--- src/rtl/bss_pkg.sv ---
package bss_pkg;
  typedef enum logic {
    CELL_SEC  = 1'b0,
    CELL_PRIM = 1'b1
  } cell_e;

  localparam logic [1:0] SEL_NONE = 2'b00;
  localparam logic [1:0] SEL_SEC  = 2'b01;
  localparam logic [1:0] SEL_PRIM = 2'b10;
endpackage

--- src/rtl/bss_supply_track.sv ---
module bss_supply_track (
  input  logic clk_i,
  input  logic rst_ni,
  input  logic below_pfd_i,
  input  logic below_so_i,
  input  logic cell_attach_i,
  input  logic iso_req_i,
  output logic entry_o,
  output logic cmp_o,
  output logic out_en_o,
  output logic iso_o
);
  logic pfd_q, so_q, cmp_q, iso_q;
  logic so_rise, pfd_rise, cmp_n, iso_n;

  assign entry_o  = below_pfd_i && !pfd_q;
  assign so_rise  = so_q && !below_so_i;
  assign pfd_rise = pfd_q && !below_pfd_i;
  assign cmp_n    = below_pfd_i && (entry_o || (cmp_q && !so_rise));

  // set wins over clear; attach needs a grounded supply, request needs power-down
  always_comb begin
    iso_n = iso_q;
    if (pfd_rise) iso_n = 1'b0;
    if ((cell_attach_i && below_so_i) || (iso_req_i && below_pfd_i)) iso_n = 1'b1;
  end

  assign out_en_o = cmp_n && below_so_i && !iso_n;
  assign cmp_o    = cmp_q;
  assign iso_o    = iso_q;

  always_ff @(posedge clk_i or negedge rst_ni) begin
    if (!rst_ni) begin
      pfd_q <= 1'b1;
      so_q  <= 1'b1;
      cmp_q <= 1'b0;
      iso_q <= 1'b1;
    end else begin
      pfd_q <= below_pfd_i;
      so_q  <= below_so_i;
      cmp_q <= cmp_n;
      iso_q <= iso_n;
    end
  end

  p_attach_r7: assert property (@(posedge clk_i) disable iff (!rst_ni)
    (cell_attach_i && below_so_i) |=> iso_q);
  p_req_r8: assert property (@(posedge clk_i) disable iff (!rst_ni)
    (iso_req_i && below_pfd_i) |=> iso_q);
  p_iso_hold_r9: assert property (@(posedge clk_i) disable iff (!rst_ni)
    (iso_q && below_pfd_i) |=> iso_q);
endmodule

--- src/rtl/bss_cell_pick.sv ---
module bss_cell_pick #(
  parameter int CODE_W = 8
) (
  input  logic              clk_i,
  input  logic              rst_ni,
  input  logic [CODE_W-1:0] prim_code_i,
  input  logic [CODE_W-1:0] sec_code_i,
  input  logic [CODE_W-1:0] hyst_code_i,
  input  logic              entry_i,
  input  logic              cmp_i,
  input  logic              out_en_i,
  output logic [1:0]        sel_o
);
  import bss_pkg::*;
  localparam int SUM_W = CODE_W + 1;

  cell_e             cur_q, cur_n, start_cell;
  logic [SUM_W-1:0]  sec_plus, prim_plus;
  logic              prim_zero, sec_zero, go_prim, go_sec;
  logic [1:0]        sel_q, sel_n;

  assign prim_zero = (prim_code_i == '0);
  assign sec_zero  = (sec_code_i == '0);
  assign sec_plus  = SUM_W'(sec_code_i) + SUM_W'(hyst_code_i);
  assign prim_plus = SUM_W'(prim_code_i) + SUM_W'(hyst_code_i);
  assign go_prim   = sec_plus < SUM_W'(prim_code_i);
  assign go_sec    = prim_plus < SUM_W'(sec_code_i);
  assign start_cell = (sec_zero && !prim_zero) ? CELL_PRIM : CELL_SEC;

  always_comb begin
    cur_n = cur_q;
    if (entry_i) begin
      cur_n = start_cell;
    end else if (cmp_i) begin
      if (sec_zero && !prim_zero)      cur_n = CELL_PRIM;
      else if (prim_zero && !sec_zero) cur_n = CELL_SEC;
      else if (cur_q == CELL_SEC && go_prim) cur_n = CELL_PRIM;
      else if (cur_q == CELL_PRIM && go_sec) cur_n = CELL_SEC;
    end
  end

  always_comb begin
    sel_n = SEL_NONE;
    if (out_en_i) begin
      if (cur_n == CELL_SEC && !sec_zero)   sel_n = SEL_SEC;
      if (cur_n == CELL_PRIM && !prim_zero) sel_n = SEL_PRIM;
    end
  end

  always_ff @(posedge clk_i or negedge rst_ni) begin
    if (!rst_ni) begin
      cur_q <= CELL_SEC;
      sel_q <= SEL_NONE;
    end else begin
      cur_q <= cur_n;
      sel_q <= sel_n;
    end
  end

  assign sel_o = sel_q;

  p_onehot_r10: assert property (@(posedge clk_i) disable iff (!rst_ni) $onehot0(sel_q));
  p_prim_zero_r6: assert property (@(posedge clk_i) disable iff (!rst_ni)
    prim_zero |=> !sel_q[1]);
  p_sec_zero_r6: assert property (@(posedge clk_i) disable iff (!rst_ni)
    sec_zero |=> !sel_q[0]);
  p_hold_sec_r4: assert property (@(posedge clk_i) disable iff (!rst_ni)
    (cmp_i && !entry_i && cur_q == CELL_SEC && !sec_zero && !go_prim) |=> (cur_q == CELL_SEC));
endmodule

--- src/rtl/bkup_src_sel.sv ---
module bkup_src_sel #(
  parameter int CODE_W = 8
) (
  input  logic              clk_i,
  input  logic              rst_ni,
  input  logic [CODE_W-1:0] prim_code_i,
  input  logic [CODE_W-1:0] sec_code_i,
  input  logic [CODE_W-1:0] hyst_code_i,
  input  logic              below_pfd_i,
  input  logic              below_so_i,
  input  logic              cell_attach_i,
  input  logic              iso_req_i,
  output logic [1:0]        src_sel_o,
  output logic              iso_o
);
  logic entry, cmp, out_en;

  bss_supply_track i_track (
    .clk_i        (clk_i),
    .rst_ni       (rst_ni),
    .below_pfd_i  (below_pfd_i),
    .below_so_i   (below_so_i),
    .cell_attach_i(cell_attach_i),
    .iso_req_i    (iso_req_i),
    .entry_o      (entry),
    .cmp_o        (cmp),
    .out_en_o     (out_en),
    .iso_o        (iso_o)
  );

  bss_cell_pick #(.CODE_W(CODE_W)) i_pick (
    .clk_i      (clk_i),
    .rst_ni     (rst_ni),
    .prim_code_i(prim_code_i),
    .sec_code_i (sec_code_i),
    .hyst_code_i(hyst_code_i),
    .entry_i    (entry),
    .cmp_i      (cmp),
    .out_en_i   (out_en),
    .sel_o      (src_sel_o)
  );

  p_main_none_r2: assert property (@(posedge clk_i) disable iff (!rst_ni)
    !below_so_i |=> (src_sel_o == 2'b00));
  p_iso_none_r8: assert property (@(posedge clk_i) disable iff (!rst_ni)
    iso_o |-> (src_sel_o == 2'b00));
endmodule

--- config.mk ---
export PLATFORM = sky130hd
export DESIGN_NAME = bkup_src_sel
export DESIGN_NICKNAME = d
export VERILOG_FILES = /design/src/rtl/bss_pkg.sv /design/src/rtl/bss_supply_track.sv /design/src/rtl/bss_cell_pick.sv /design/src/rtl/bkup_src_sel.sv
export SDC_FILE = /design/constraint.sdc
export NUM_CORES = 1
export LEC_CHECK = 0
export ABC_AREA = 0
export ABC_CLOCK_PERIOD_IN_PS = 1300
export BUFFER_PORTS_ARGS = -buffer_cell sky130_fd_sc_hd__buf_4
export CELL_PAD_IN_SITES_DETAIL_PLACEMENT = 1
export CELL_PAD_IN_SITES_GLOBAL_PLACEMENT = 2
export CORE_MARGIN = 4
export CORE_UTILIZATION = 28
export DETAILED_ROUTE_END_ITERATION = 8
export GPL_ROUTABILITY_DRIVEN = 0
export GPL_TIMING_DRIVEN = 0
export PLACE_DENSITY_LB_ADDON = 0.1
export SETUP_SLACK_MARGIN = 0.3
export SYNTH_ARGS = -nofsm -noshare
export SYNTH_HDL_FRONTEND = slang
export SYNTH_SLANG_ARGS = --single-unit
--- constraint.sdc ---
create_clock -name clk_i -period 1.3 [get_ports clk_i]
set_input_delay 0.39 -clock clk_i [delete_from_list [all_inputs] [get_ports clk_i]]
set_output_delay 0.39 -clock clk_i [all_outputs]
set_load 0.02 [all_outputs]
==> results_dict.tcl <==
set metrics [dict create \
    vias 1327 \
    met1_usage_pct 18.1 \
    reg2reg_from "i_pick.cur_q" \
    setup_viol 3 \
    mostFrequentLayoutCell "buf_4" \
    grtUsageTotal_pct 14.4 \
    timing.final.max_slew_violations 0 \
    syn_area_per_cell_um2 8.18 \
    core-area_mm2 0.00444 \
    drc 0 \
    grt_pass1_vias 1502 \
    diodes 0 \
    critPathLaunch "hyst_code_i[0]" \
    synth_top_cell_by_area "ha_1" \
    antenna_found_initial 0 \
    dieHeight_um 76.6 \
    place_inst 245 \
    power_mw 1.51 \
    rows 24 \
    worstPathMaxFanout 3 \
    first_pass_iters 4 \
    grt-ovfl-total 0 \
    p_leak_nw 0.896 \
    powerDensity_mw_per_mm2 780 \
    cp.required_ps 1410 \
    fin_crit_ps 2740 \
    routed_wl_um 4020 \
    outcome "finished with violations" \
    layout_common_cells "buf_4, ha_1, inv_1" \
    syn_nets 223 \
    met3_usage_pct 0.709 \
    drive_gt1_share_pct 39.1 \
    cp-start-kind "primary input" \
    worstMarginPinSlew_ps 361 \
    violations "setup timing" \
    grt_max_degree 8 \
    rsz0062_at_grt "true" \
    htree_levels 1 \
    ys_types 41 \
    grt_pass1_wl_um 7030 \
    relSlewSlack_pct 75.7 \
    post_drt_via_cell_ratio 5.12 \
    timing.hold.ws_ps 288 \
    setup_tns_ps -4170 \
    critical_path.endpoint_type "flop" \
    first_iter_violations 20 \
    clkLatencyLatePin_ps 230 \
    synth_seq_cells 7 \
    start_util_pct 29.6 \
    cp.arrival_ps 2850 \
    dieArea_mm2 0.00586 \
    post-route-period-util_pct 211 \
    nets 270 \
    synth_top_area_share_pct 28.5 \
    cts_sinks 7 \
    ios 33 \
    r2r_cells 5 \
    hold_class "primary input to flop" \
    yosysWarnings 0 \
    ir_worst_vdd_mv 0.246 \
    critPathKind "primary input to flop" \
    wire_per_inst_um 15.5 \
    syn2layout_area_growth_pct 47.4 \
    r2r_slack_ps -180 \
    place_hpwl_um 3540 \
    finalHoldViolations 0 \
    cap_violations 0 \
    port_buffers 32 \
    top_usage_layer "met2" \
    synth_cells 161 \
    clockBufferDepth 2 \
    grt_use_met2_pct 27.0 \
    crit_end "i_pick.sel_o[1]" \
    yosys-top-cells-area "ha_1, dfrtp_1, dfstp_2, inv_1, xnor2_1" \
    netlist_area_mm2 0.00132 \
    path_clk_slew_ps 40 \
    r2r_end "i_pick.sel_o[1]" \
    cts_tree "done" \
    place_ws_ps -1830 \
    seq_area_frac_synth_pct 13.6 \
    fillCellCount 522 \
    ant_nets 0 \
    finalWorstSetupSlack_ps -1440 \
    fmax_ghz 0.365 \
    root_buffer "clkbuf_8" \
    die_w_um 76.6 \
    final_cells 259 \
    finClkSkew_ps 3.05 \
    cts_buffers 3 \
]
==> sequential cells by signal, summed over array words and instances (netlist names) <==
register / flops
i_track.cmp_o: 1
i_track.iso_o: 1
i_track.so_q: 1
i_pick.sel_o: 2
i_pick.cur_q: 1
i_track.pfd_q: 1
==> cell families (layout without fill, tap and decap cells) <==
family	count (synthesis)	count (layout)	synth area share (%)
AO/OA/AOI/OAI	47	47	24.7
XOR/XNOR	10	10	6.65
adder cells (fa/ha/maj)	32	32	31.6
buffers and inverters	20	66	5.70
flip-flops	7	7	13.6
AND/OR/NAND/NOR	45	45	17.8
==> cell type report <==
cell class | count | area [um^2] | share of cell area, %
Multi-Input combinational cell | 134 | 1230 | 63.3
Timing Repair Buffer | 42 | 348 | 17.9
Sequential cell | 7 | 179 | 9.22
Inverter | 20 | 75.1 | 3.87
Tap cell | 52 | 65.1 | 3.35
Clock buffer | 4 | 45.0 | 2.32
==> through the flow <==
step | instance area [um^2] | util, %
floorplan | 1410 | -
global placement | 1710 | 38.6
detailed placement | 1710 | 38.6
CTS | 1900 | 42.7
global route | 1940 | 43.7
finish | 1940 | 43.7
==> how the worst min path moves through the flow <==
| stage | slack, ps | to | cells past startpoint | from |
|---|---|---|---|---|
| after global routing | 290 | i_track.pfd_q | 1 | below_pfd_i |
| after global placement | 200 | i_pick.sel_o[0] | 1 | rst_ni |
| after CTS | 290 | i_track.pfd_q | 1 | below_pfd_i |
| final | 290 | i_track.pfd_q | 1 | below_pfd_i |
| after floorplan | 90 | i_pick.cur_q | 0 | rst_ni |
| after detailed placement | 210 | i_pick.sel_o[1] | 1 | rst_ni |
==> repair_timing <==
action,4_1_cts,5_1_grt
hold buffers,1,0
hold endpoints to repair,4,0
pin swaps,23,10
setup endpoints to repair,6,6
buffers inserted,5,4
gates resized for setup,20,4
==> synthesized netlist by cell type, drive strengths merged <==
library cell / instances
ha: 30
inv: 20
nand2: 13
nor2: 11
a21oi: 10
o21ai: 10
xnor2: 8
nor2b: 5
o21a: 5
dfrtp: 4
a211oi: 3
dfstp: 3
nor3: 3
a21boi: 2
a21o: 2
fa: 2
nand2b: 2
nand3: 2
nor4: 2
o2111ai: 2
o211ai: 2
o41ai: 2
or2: 2
or2b: 2
xor2: 2
a2111oi: 1
a211o: 1
a221oi: 1
a31oi: 1
a41oi: 1
and4: 1
nand4: 1
o2111a: 1
o22ai: 1
o31a: 1
o31ai: 1
or4: 1
==> worst max-delay path, cell delays in order <==
cell and delay, ps:
buf_8 100, ha_4 150, inv_2 50, fa_2 230, nor2b_4 60, o31ai_4 260
nand2b_1 100, a21oi_2 150, xnor2_1 150, ha_1 280, a211oi_2 180, nand2_1 90
o2111ai_2 170, o211ai_1 100, buf_4 160, o2111a_1 230
==> where the power goes <==
group | total (mW) | internal [mW] | switching, mW
clock | 0.310 | 0.212 | 0.0974
sequential | 0.288 | 0.248 | 0.0402
combinational | 0.916 | 0.470 | 0.446
==> metal layers <==
layer / wire [um] / vias to the layer above
li1: - / 680
met1: 1820 / 629
met2: 2120 / 14
met3: 43 / 4
met4: 32 / 0
met5: 0 / -
(Power assumes the default switching activity.)
